### src/rtl/lca_pkg.sv
package lca_pkg;

    // Which brightness interval a sample falls into
    typedef enum logic [1:0] {
        SEG_BELOW = 2'd0,
        SEG_LOWER = 2'd1,
        SEG_UPPER = 2'd2,
        SEG_ABOVE = 2'd3
    } seg_e;

    // Width mode carried with each sample
    typedef enum logic {
        WM_NARROW = 1'b0,
        WM_WIDE   = 1'b1
    } wmode_e;

endpackage

### src/rtl/lca_front.sv
module lca_front
    import lca_pkg::*;
#(
    parameter int DW     = 10,
    parameter int CW     = 10,
    parameter int SYNC_W = 2,
    parameter int QW     = DW + CW + 1,
    parameter int SBW    = SYNC_W + 3 + CW + DW
) (
    input  logic                 clk,
    input  logic                 rst_n,
    input  logic                 valid_i,
    input  logic [SYNC_W-1:0]    sync_i,
    input  logic [DW-1:0]        pix_i,
    input  logic                 wide_i,
    input  logic                 bypass_i,
    input  logic [DW-1:0]        lvl_lo_i,
    input  logic [DW-1:0]        lvl_mid_i,
    input  logic [DW-1:0]        lvl_hi_i,
    input  logic signed [CW-1:0] corr_lo_i,
    input  logic signed [CW-1:0] corr_mid_i,
    input  logic signed [CW-1:0] corr_hi_i,
    output logic                 v_o,
    output logic [QW-1:0]        nq_o,
    output logic [DW-1:0]        den_o,
    output logic [SBW-1:0]       sb_o
);

    localparam logic [DW-1:0] NAR_MASK = {2'b00, {(DW-2){1'b1}}};
    localparam logic [DW-1:0] ONE_DEN  = {{(DW-1){1'b0}}, 1'b1};

    logic [DW-1:0]        msk, p, lo, mid, hi, off, den, scaled;
    seg_e                 seg;
    logic signed [CW:0]   ext_lo, ext_mid, ext_hi, delta;
    logic signed [CW-1:0] base;
    logic [CW:0]          mag;
    logic                 neg;
    logic [QW-1:0]        prod;

    always_comb begin
        msk = wide_i ? {DW{1'b1}} : NAR_MASK;
        p   = pix_i & msk;
        lo  = lvl_lo_i & msk;
        mid = lvl_mid_i & msk;
        hi  = lvl_hi_i & msk;

        if (p <= lo)       seg = SEG_BELOW;
        else if (p >= hi)  seg = SEG_ABOVE;
        else if (p < mid)  seg = SEG_LOWER;
        else               seg = SEG_UPPER;

        ext_lo  = {corr_lo_i[CW-1],  corr_lo_i};
        ext_mid = {corr_mid_i[CW-1], corr_mid_i};
        ext_hi  = {corr_hi_i[CW-1],  corr_hi_i};

        base  = corr_lo_i;
        delta = '0;
        off   = '0;
        den   = ONE_DEN;
        unique case (seg)
            SEG_BELOW: begin
                base = corr_lo_i;
            end
            SEG_LOWER: begin
                base  = corr_lo_i;
                delta = ext_mid - ext_lo;
                off   = p - lo;
                den   = mid - lo;
            end
            SEG_UPPER: begin
                base  = corr_mid_i;
                delta = ext_hi - ext_mid;
                off   = p - mid;
                den   = hi - mid;
            end
            SEG_ABOVE: begin
                base = corr_hi_i;
            end
        endcase

        neg    = delta[CW];
        mag    = neg ? $unsigned(-delta) : $unsigned(delta);
        prod   = QW'(mag) * QW'(off);
        scaled = wide_i ? p : {p[DW-2:0], 1'b0};
    end

    always_ff @(posedge clk or negedge rst_n) begin
        if (!rst_n) begin
            v_o   <= 1'b0;
            nq_o  <= '0;
            den_o <= '0;
            sb_o  <= '0;
        end else begin
            v_o   <= valid_i;
            nq_o  <= prod;
            den_o <= den;
            sb_o  <= {sync_i, bypass_i, wide_i, neg, base, scaled};
        end
    end

    // every accepted sample enters the pipeline on the next cycle
    a_r8_valid_step: assert property (@(posedge clk) disable iff (!rst_n)
        valid_i |=> v_o);

    // a divisor of zero never enters the divider
    a_r4_den_nonzero: assert property (@(posedge clk) disable iff (!rst_n)
        v_o |-> den_o != '0);

endmodule

### src/rtl/lca_div_stage.sv
module lca_div_stage #(
    parameter int QW  = 21,
    parameter int DW  = 10,
    parameter int SBW = 25
) (
    input  logic           clk,
    input  logic           rst_n,
    input  logic           v_i,
    input  logic [QW-1:0]  nq_i,
    input  logic [DW-1:0]  rem_i,
    input  logic [DW-1:0]  den_i,
    input  logic [SBW-1:0] sb_i,
    output logic           v_o,
    output logic [QW-1:0]  nq_o,
    output logic [DW-1:0]  rem_o,
    output logic [DW-1:0]  den_o,
    output logic [SBW-1:0] sb_o
);

    logic [DW:0]   trial, diff;
    logic          fits;
    logic [DW-1:0] nxt_rem;

    always_comb begin
        trial   = {rem_i, nq_i[QW-1]};
        fits    = trial >= {1'b0, den_i};
        diff    = trial - {1'b0, den_i};
        nxt_rem = fits ? diff[DW-1:0] : trial[DW-1:0];
    end

    always_ff @(posedge clk or negedge rst_n) begin
        if (!rst_n) begin
            v_o   <= 1'b0;
            nq_o  <= '0;
            rem_o <= '0;
            den_o <= '0;
            sb_o  <= '0;
        end else begin
            v_o   <= v_i;
            nq_o  <= {nq_i[QW-2:0], fits};
            rem_o <= nxt_rem;
            den_o <= den_i;
            sb_o  <= sb_i;
        end
    end

    // the partial remainder stays below the divisor at every stage
    a_r5_rem_bound: assert property (@(posedge clk) disable iff (!rst_n)
        v_o |-> rem_o < den_o);

    // stages neither drop nor invent samples
    a_r8_stage_valid: assert property (@(posedge clk) disable iff (!rst_n)
        v_i |=> v_o);

endmodule

### src/rtl/lca_finish.sv
module lca_finish
    import lca_pkg::*;
#(
    parameter int DW     = 10,
    parameter int CW     = 10,
    parameter int SYNC_W = 2,
    parameter int QW     = DW + CW + 1,
    parameter int SBW    = SYNC_W + 3 + CW + DW
) (
    input  logic              clk,
    input  logic              rst_n,
    input  logic              v_i,
    input  logic [QW-1:0]     q_i,
    input  logic [SBW-1:0]    sb_i,
    output logic              out_valid_o,
    output logic [SYNC_W-1:0] out_sync_o,
    output logic [DW-1:0]     out_pix_o
);

    localparam int SW = QW + 2;

    logic [SYNC_W-1:0]    sync_s;
    logic                 byp_s, wide_s, neg_s;
    logic signed [CW-1:0] base_s;
    logic [DW-1:0]        scaled_s;

    assign {sync_s, byp_s, wide_s, neg_s, base_s, scaled_s} = sb_i;

    wmode_e               wm;
    logic signed [SW-1:0] pix_x, base_x, q_x, corr_x, sum_x, max_x;
    logic [DW-1:0]        sat;

    always_comb begin
        pix_x  = $signed({{(SW-DW){1'b0}}, scaled_s});
        base_x = $signed({{(SW-CW){base_s[CW-1]}}, base_s});
        q_x    = $signed({2'b00, q_i});
        corr_x = neg_s ? (base_x - q_x) : (base_x + q_x);
        wm     = wmode_e'(wide_s);
        unique case (wm)
            WM_NARROW: max_x = $signed({{(SW-DW+1){1'b0}}, {(DW-1){1'b1}}});
            WM_WIDE:   max_x = $signed({{(SW-DW){1'b0}}, {DW{1'b1}}});
        endcase
        sum_x = byp_s ? pix_x : (pix_x + corr_x);
        if (sum_x[SW-1])        sat = '0;
        else if (sum_x > max_x) sat = max_x[DW-1:0];
        else                    sat = sum_x[DW-1:0];
    end

    always_ff @(posedge clk or negedge rst_n) begin
        if (!rst_n) begin
            out_valid_o <= 1'b0;
            out_sync_o  <= '0;
            out_pix_o   <= '0;
        end else begin
            out_valid_o <= v_i;
            out_sync_o  <= sync_s;
            out_pix_o   <= sat;
        end
    end

    // narrow mode results never use the top output bit
    a_r1_narrow_range: assert property (@(posedge clk) disable iff (!rst_n)
        v_i && !wide_s |=> out_pix_o[DW-1] == 1'b0);

    // a non-negative correction never lowers the sample (no wrap)
    a_r6_no_wrap_up: assert property (@(posedge clk) disable iff (!rst_n)
        v_i && !byp_s && !corr_x[SW-1] |=> out_pix_o >= $past(scaled_s));

    // a negative correction never raises the sample (no wrap)
    a_r6_no_wrap_down: assert property (@(posedge clk) disable iff (!rst_n)
        v_i && !byp_s && corr_x[SW-1] |=> out_pix_o <= $past(scaled_s));

endmodule

### src/rtl/luma_corr_adder.sv
module luma_corr_adder #(
    parameter int DW     = 10,
    parameter int CW     = 10,
    parameter int SYNC_W = 2
) (
    input  logic                 clk,
    input  logic                 rst_n,
    input  logic                 in_valid,
    input  logic [SYNC_W-1:0]    in_sync,
    input  logic [DW-1:0]        in_pix,
    input  logic                 wide_mode,
    input  logic                 bypass,
    input  logic [DW-1:0]        lvl_lo,
    input  logic [DW-1:0]        lvl_mid,
    input  logic [DW-1:0]        lvl_hi,
    input  logic signed [CW-1:0] corr_lo,
    input  logic signed [CW-1:0] corr_mid,
    input  logic signed [CW-1:0] corr_hi,
    output logic                 out_valid,
    output logic [SYNC_W-1:0]    out_sync,
    output logic [DW-1:0]        out_pix
);

    localparam int QW  = DW + CW + 1;
    localparam int SBW = SYNC_W + 3 + CW + DW;

    logic           v_a   [QW+1];
    logic [QW-1:0]  nq_a  [QW+1];
    logic [DW-1:0]  rem_a [QW+1];
    logic [DW-1:0]  den_a [QW+1];
    logic [SBW-1:0] sb_a  [QW+1];

    assign rem_a[0] = '0;

    lca_front #(
        .DW(DW), .CW(CW), .SYNC_W(SYNC_W), .QW(QW), .SBW(SBW)
    ) front_i (
        .clk        (clk),
        .rst_n      (rst_n),
        .valid_i    (in_valid),
        .sync_i     (in_sync),
        .pix_i      (in_pix),
        .wide_i     (wide_mode),
        .bypass_i   (bypass),
        .lvl_lo_i   (lvl_lo),
        .lvl_mid_i  (lvl_mid),
        .lvl_hi_i   (lvl_hi),
        .corr_lo_i  (corr_lo),
        .corr_mid_i (corr_mid),
        .corr_hi_i  (corr_hi),
        .v_o        (v_a[0]),
        .nq_o       (nq_a[0]),
        .den_o      (den_a[0]),
        .sb_o       (sb_a[0])
    );

    for (genvar g = 0; g < QW; g++) begin : g_div
        lca_div_stage #(.QW(QW), .DW(DW), .SBW(SBW)) stage_i (
            .clk   (clk),
            .rst_n (rst_n),
            .v_i   (v_a[g]),
            .nq_i  (nq_a[g]),
            .rem_i (rem_a[g]),
            .den_i (den_a[g]),
            .sb_i  (sb_a[g]),
            .v_o   (v_a[g+1]),
            .nq_o  (nq_a[g+1]),
            .rem_o (rem_a[g+1]),
            .den_o (den_a[g+1]),
            .sb_o  (sb_a[g+1])
        );
    end

    lca_finish #(
        .DW(DW), .CW(CW), .SYNC_W(SYNC_W), .QW(QW), .SBW(SBW)
    ) finish_i (
        .clk         (clk),
        .rst_n       (rst_n),
        .v_i         (v_a[QW]),
        .q_i         (nq_a[QW]),
        .sb_i        (sb_a[QW]),
        .out_valid_o (out_valid),
        .out_sync_o  (out_sync),
        .out_pix_o   (out_pix)
    );

    // the final remainder is a proper remainder of the division
    a_r4_final_rem: assert property (@(posedge clk) disable iff (!rst_n)
        v_a[QW] |-> rem_a[QW] < den_a[QW]);

    // no result is reported on the first cycle out of reset
    a_r9_quiet_start: assert property (@(posedge clk) disable iff (!rst_n)
        $rose(rst_n) |-> !out_valid);

endmodule

### config.mk
export PLATFORM = sky130hd
export DESIGN_NAME = luma_corr_adder
export DESIGN_NICKNAME = d
export VERILOG_FILES = /design/src/rtl/lca_pkg.sv /design/src/rtl/lca_front.sv /design/src/rtl/lca_div_stage.sv /design/src/rtl/lca_finish.sv /design/src/rtl/luma_corr_adder.sv
export SDC_FILE = /design/constraint.sdc
export NUM_CORES = 2
export LEC_CHECK = 0
export ABC_AREA = 1
export BUFFER_PORTS_ARGS = -buffer_cell sky130_fd_sc_hd__buf_2
export CORE_MARGIN = 2
export CORE_UTILIZATION = 50
export CTS_CLUSTER_DIAMETER = 200
export DETAILED_ROUTE_END_ITERATION = 6
export GPL_TIMING_DRIVEN = 1
export PLACE_DENSITY = 0.63
export SETUP_SLACK_MARGIN = 0.15
export SLEW_MARGIN = 10
export SYNTH_ARGS = -nofsm -noshare
export SYNTH_HDL_FRONTEND = slang
export SYNTH_HIERARCHICAL = 1
export SYNTH_SLANG_ARGS = --single-unit
### constraint.sdc
create_clock -name clk -period 4.7 [get_ports clk]
set_input_delay 0.705 -clock clk [delete_from_list [all_inputs] [get_ports clk]]
set_output_delay 0.705 -clock clk [all_outputs]
set_load 0.05 [all_outputs]
* After elaboration in Yosys (flattened, before gate mapping)
Cells that the tools add are included.
W data, S select, Z words.
** Word-level totals
- Latch bits :: 0
- Memory bits (writable) :: 0
- Input bits :: 77
- Word-level logic and storage cells :: 211
- Bits in registers :: 1457
- Memories kept :: 0
- Memory bits (read-only) :: 0
** Operators by class
- Div/mod/pow operators :: 0
- Bitwise logic cells :: 5
- Add/sub/neg operators :: 30
- $lt $le $gt $ge :: 25
- Reductions and logical operators :: 2
- Shift operators :: 0
- Multiply operators :: 1
- Multiplexer cells :: 35
- Equal/unequal tests :: 3
** Operator list (count)
- $mux W10 :: 24
- $sub A10 B10 Y10 :: 23
- $ge A11 B10 Y1 :: 20
- $mux W23 :: 2
- $pmux W23 S2 :: 1
- $and A10 B10 Y10 :: 4
- $pmux W10 S2 :: 2
- $pmux W10 S3 :: 1
- $add A10 B22 Y23 :: 1
- $add A11 B23 Y23 :: 1
- $gt A23 B23 Y1 :: 1
- $sub A10 B22 Y23 :: 1
- $pmux W11 S2 :: 1
- $sub A10 B10 Y11 :: 2
- $mul A11 B10 Y21 :: 1
- $mux W11 :: 1
- $neg A11 Y11 :: 1
- $ge A1 B10 Y1 :: 1
- $ge A10 B10 Y1 :: 1
- $le A10 B10 Y1 :: 1
- $lt A10 B10 Y1 :: 1
- $sub A1 B10 Y10 :: 1
- $mux W2 :: 3
- $eq A2 B2 Y1 const B :: 2
- 4 further kinds :: 4

* Logic depth before layout (Yosys ltp)
- Depth after elaboration :: 11
- Gate-level depth with buffers :: 48

* Cells and area by module
The synthesis kept the hierarchy.
** By module, submodules not included
- lca_div_stage at g_div[0].stage_i ... :: cells each 204, area each 2439.8 µm², times used 20, sequential area each 1676.6 µm²
- lca_front :: cells each 1251, area each 9113.7 µm², times used 1, sequential area each 1426.4 µm²
- lca_finish :: cells each 684, area each 3756.1 µm², times used 1, sequential area each 325.3 µm²
- lca_div_stage at g_div[5].stage_i :: cells each 203, area each 2437.3 µm², times used 1, sequential area each 1676.6 µm²
- luma_corr_adder :: cells each 1, area each 3.8 µm², times used 1, sequential area each 0.0 µm²

* Worst setup path after synthesis
OpenSTA, ideal clock, no wires.
- Path kind :: input to register
- From :: input port wide_mode
- To :: register front_i.nq_o[17]
- Data required time :: 4.583 ns
- Setup time :: 0.117 ns
- Arrival time :: 8.365 ns
- Setup slack :: -3.782 ns
- Stages on the path :: 46
- Path through :: clkbuf_1 > clkbuf_1 > nand2_1 > inv_1 > ha_1 > inv_1 > a211oi_1 > nand2_1 > nor3_1 > o21ai_0 > o2111ai_1 > nor2_1 > nor2_1 > ha_1 > buf_6 > clkinv_2 > o22ai_1 > inv_1 > [10 not listed] > fa_1 > inv_1 > fa_1 > inv_1 > fa_1 > inv_1 > fa_1 > inv_1 > fa_1 > inv_1 > ha_1 > nand2_1 > o21ai_0 > a21boi_0 > o21ai_0 > nand2_1 > nand3_1 > nand2_1
** Between the ends
- Cells in the longest elaborated chain, start to end :: 11
- Elaborated cells between the ends (all ways) :: 20
- Those cells by class :: add/sub (3); mul (1); order compare (3); eq/ne (2); mux (7); bitwise (4)
** RTL lines
- start, declared :: line luma_corr_adder.sv:11 : input logic wide_mode,
- $mux W10 (*) :: line lca_front.sv:41 : msk = wide_i ? {DW{1'b1}} : NAR_MASK;
- $and A10 B10 Y10, on equally long branches :: line lca_front.sv:42, lca_front.sv:44
- $lt A10 B10 Y1 :: line lca_front.sv:49 : else if (p < mid) seg = SEG_LOWER;
- $mux W2 :: line lca_front.sv:49
- $mux W2 :: line lca_front.sv:48 : else if (p >= hi) seg = SEG_ABOVE;
- $mux W2 :: line lca_front.sv:47 : if (p <= lo) seg = SEG_BELOW;
- $eq A2 B2 Y1 or $eq A2 B1 Y1 (tied branches) :: line lca_front.sv:60 : unique case (seg)
- $pmux W11 S2 :: line lca_front.sv:60
- $neg A11 Y11 :: line lca_front.sv:82 : mag = neg ? $unsigned(-delta) : $unsigned(delta);
- $mux W11 :: line lca_front.sv:82
- $mul A11 B10 Y21 (*) :: line lca_front.sv:83 : prod = QW'(mag) * QW'(off);
- via front_i.prod[17] :: line lca_front.sv:38 : logic [QW-1:0] prod;
- end signal, assigned :: line lca_front.sv:95 : nq_o <= prod;
- end, declared :: line lca_front.sv:24 : output logic [QW-1:0] nq_o,
Mark *: on every way through the listed nets, which the timed path passes. The rest lies on a longest branch.

* Worst setup path after layout
- From :: input port lvl_lo[0]
- To :: register front_i.nq_o[18]
** Between the ends
- Cells in the longest elaborated chain, start to end :: 8
- Elaborated cells between the ends (all ways) :: 11
- Those cells by class :: add/sub (2); mul (1); order compare (1); eq/ne (2); mux (4); bitwise (1)
** RTL lines
- start, declared :: line luma_corr_adder.sv:13 : input logic [DW-1:0] lvl_lo,
- $and A10 B10 Y10 (*) :: line lca_front.sv:43 : lo = lvl_lo_i & msk;
- $le A10 B10 Y1 :: line lca_front.sv:47
- $mux W2 :: line lca_front.sv:47
- $eq A2 B2 Y1 or $eq A2 B1 Y1 (tied branches) :: line lca_front.sv:60
- $pmux W11 S2 :: line lca_front.sv:60
- $neg A11 Y11 :: line lca_front.sv:82
- $mux W11 :: line lca_front.sv:82
- $mul A11 B10 Y21 (*) :: line lca_front.sv:83
- via front_i.prod[18] :: line lca_front.sv:38
Marked as above.

==> results.sh <==
export IMPL_antenna_found_initial=4
export IMPL_cts_sinks=1457
export IMPL_status="finished, violations left"
export IMPL_drt_wl_total_um=139000
export IMPL_cp_required_ns=5.34
export IMPL_design_area_um2=75100
export IMPL_overflow=0
export IMPL_finalHoldViolCount=0
export IMPL_cts_made_buffers=146
export IMPL_tightest_slew_ns=1.03
export IMPL_slew_headroom_pct=31.3
export IMPL_grt_pass1_vias=43500
export IMPL_finalNetCount=7351
export IMPL_dieArea_um2=129000
export IMPL_io_buffers=89
export IMPL_dr_pass1_iters=5
export IMPL_post_route_period_util_pct=152
export IMPL_die_x_um=360
export IMPL_irDropWorstVdd_mv=0.343
export IMPL_critPathMaxFanout=4
export IMPL_path_class="input pin to flip-flop"
export IMPL_area_growth_pct=18.7
export IMPL_htree_levels=4
export IMPL_worstSkewPairLatency_ns=0.78
export IMPL_multiInputGateArea_um2=23800
export IMPL_grtUsageTotal_pct=22.3
export IMPL_cts_tree="yes"
export IMPL_clk_pin_slew_ns=0.06
export IMPL_fin_ws_ns=-2.42
export IMPL_route_detailed_drc=0
export IMPL_p_leak_nw=38.3
export IMPL_synth_area_um2=63200
export IMPL_dpl_cell_area_um2=68600
export IMPL_grt_start_max_net_pins=147
export IMPL_initial_core_util_pct=50.3
export IMPL_cap_violations=0
export IMPL_critPathCaptureType="flip-flop"
export IMPL_grt_pass1_wl_um=228000
export IMPL_synth_avg_cell_area_um2=10.3
export IMPL_crit_top_cell="buf_4"
export IMPL_core_area_um2=126000
export IMPL_post_route_util_pct=59.8
export IMPL_period_needed_ns=7.12
export IMPL_place_gp_congestion=0.902
export IMPL_yosys_warnings=6
export IMPL_power_density_nw_per_um2=681
export IMPL_ff_latch_area_um2=36500
export IMPL_routedWlPerCell_um=16.2
export IMPL_hold_class="input pin to flip-flop"
export IMPL_finalSetupViolCount=28
export IMPL_critPathMaxStageDelay_ns=0.58
export IMPL_io_pin_count=90
export IMPL_rsz0062_at_grt="true"
export IMPL_vias_per_cell=4.83
export IMPL_clk_path_buf_depth=3
export IMPL_root_buffer="clkbuf_16"
export IMPL_place_hpwl_um=101000
export IMPL_vias=41400
export IMPL_skew_ns=0.0335
export IMPL_slew_viol_final=0
export IMPL_drt_initial_drc_count=2422
export IMPL_critPathSlowestCell="fa_1"
export IMPL_violations="setup timing"
export IMPL_arrival_ns=7.76
export IMPL_synth_cells=6120
export IMPL_cp_start_kind="input pin"
export IMPL_die_h_um=360
export IMPL_fill_cells=10300
export IMPL_floorplan_rows=130
export IMPL_drive_gt1_share_pct=21.9
export IMPL_ant_nets=0
export IMPL_fmaxAchievable_mhz=140
==> state kept, by name, indices dropped and copies added (netlist names) <==
name	cells
finish_i/out_sync_o	2
front_i/den_o	10
g_div.stage_i/den_o	200
g_div.stage_i/rem_o	200
front_i/v_o	1
finish_i/out_valid_o	1
front_i/nq_o	21
g_div.stage_i/v_o	21
front_i/sb_o	25
g_div.stage_i/sb_o	525
g_div.stage_i/nq_o	441
finish_i/out_pix_o	10
==> critical path, delay by kind of cell <==
kind,cells,cell delay (ns)
AOI/OAI and AO/OA,8,0.94
xor gates and xnor gates,1,0.16
adders and majority gates,8,3.21
buffers and inverters,21,2.28
and+or+nand+nor,5,0.44
==> routing by layer <==
metal / global-route usage, % / up-vias / routed length (µm) / part of all wire (%)
li1: - / 20400 / - / -
met1: 27.4 / 20000 / 57200 / 41
met2: 39.4 / 715 / 71000 / 51
met3: 3.22 / 254 / 4740 / 3.4
met4: 9.20 / 0 / 5620 / 4.1
met5: 0 / - / 0 / 0
==> what timing repair did <==
action                                 in CTS  in global routing
endpoints found under the hold margin      13                  0
buffers inserted                           73                  9
pin swaps                                 106                 40
resized for setup                         132                 76
hold buffers                                3                  0
gates cloned                                1                  0
setup endpoints to repair                  28                 28
==> where the power goes <==
group	switching, mW	internal, mW
logic	13.5	8.47
registers	1.66	15.6
clock network	4.91	6.86
==> through the flow <==
step	total power [mW]	hold slack, ns	worst slack (ns)	instances	TNS (ns)
6_report	51.1	0.0702	-2.42	8574	-38.33
5_1_grt	55.2	0.0188	-2.61	8573	-46.10
4_1_cts	51.4	0.00140	-2.29	8564	-36.21
3_5_place_dp	38.7	0.335	-3.37	8223	-60.00
3_3_place_gp	38.3	0.331	-3.25	8223	-57.25
2_1_floorplan	32.9	0.331	-2.85	6140	-41.99
==> area by class of cell <==
type / count / area share, %
Timing Repair Buffer: 556 / 5.53
Clock buffer: 203 / 5.57
Clock inverter: 61 / 1.04
Antenna cell: 1 / 0.00333
Multi-Input combinational cell: 3688 / 31.7
Sequential cell: 1457 / 48.6
Inverter: 958 / 4.86
Tap cell: 1650 / 2.75
==> cell usage in the layout (no fill, tap or decap), types with 11 or more instances in the layout <==
master / count
and2_4: 22
dfrtp_1: 1455
nand4_1: 38
ha_4: 31
a21oi_1: 191
nor3_1: 33
buf_2: 86
clkinv_2: 23
o21ai_2: 19
nor2_2: 57
conb_1: 21
nand3_4: 26
o21ai_0: 75
inv_1: 870
nand3_1: 267
nand2_2: 254
nand2_4: 39
clkbuf_16: 147
o21bai_1: 28
buf_6: 14
clkbuf_1: 27
fa_1: 95
xor2_1: 87
o21ai_1: 11
or2_0: 22
xnor2_1: 13
nand2_1: 1506
buf_4: 442
nand3b_1: 28
clkbuf_8: 29
inv_2: 74
nand3_2: 96
nor2_1: 253
ha_1: 335
a21oi_2: 40
==> path summary, 6_finish.rpt <==
kind	from	to	slack, ns	depth (start not counted)
setup / recovery	lvl_lo[0]	front_i/nq_o[18]	-2.42	43
hold / removal	bypass	front_i/sb_o[22]	0.07	1
setup reg to reg	g_div[20].stage_i/nq_o[0]	finish_i/out_pix_o[9]	-0.24	42
hold reg to reg	g_div[3].stage_i/nq_o[14]	g_div[4].stage_i/nq_o[15]	0.33	0
max in group asynchronous	rst_n	g_div[9].stage_i/nq_o[11]	2.85	3
min in group asynchronous	rst_n	g_div[7].stage_i/sb_o[24]	0.59	2
No activity file was read; power rests on OpenSTA's default activity.
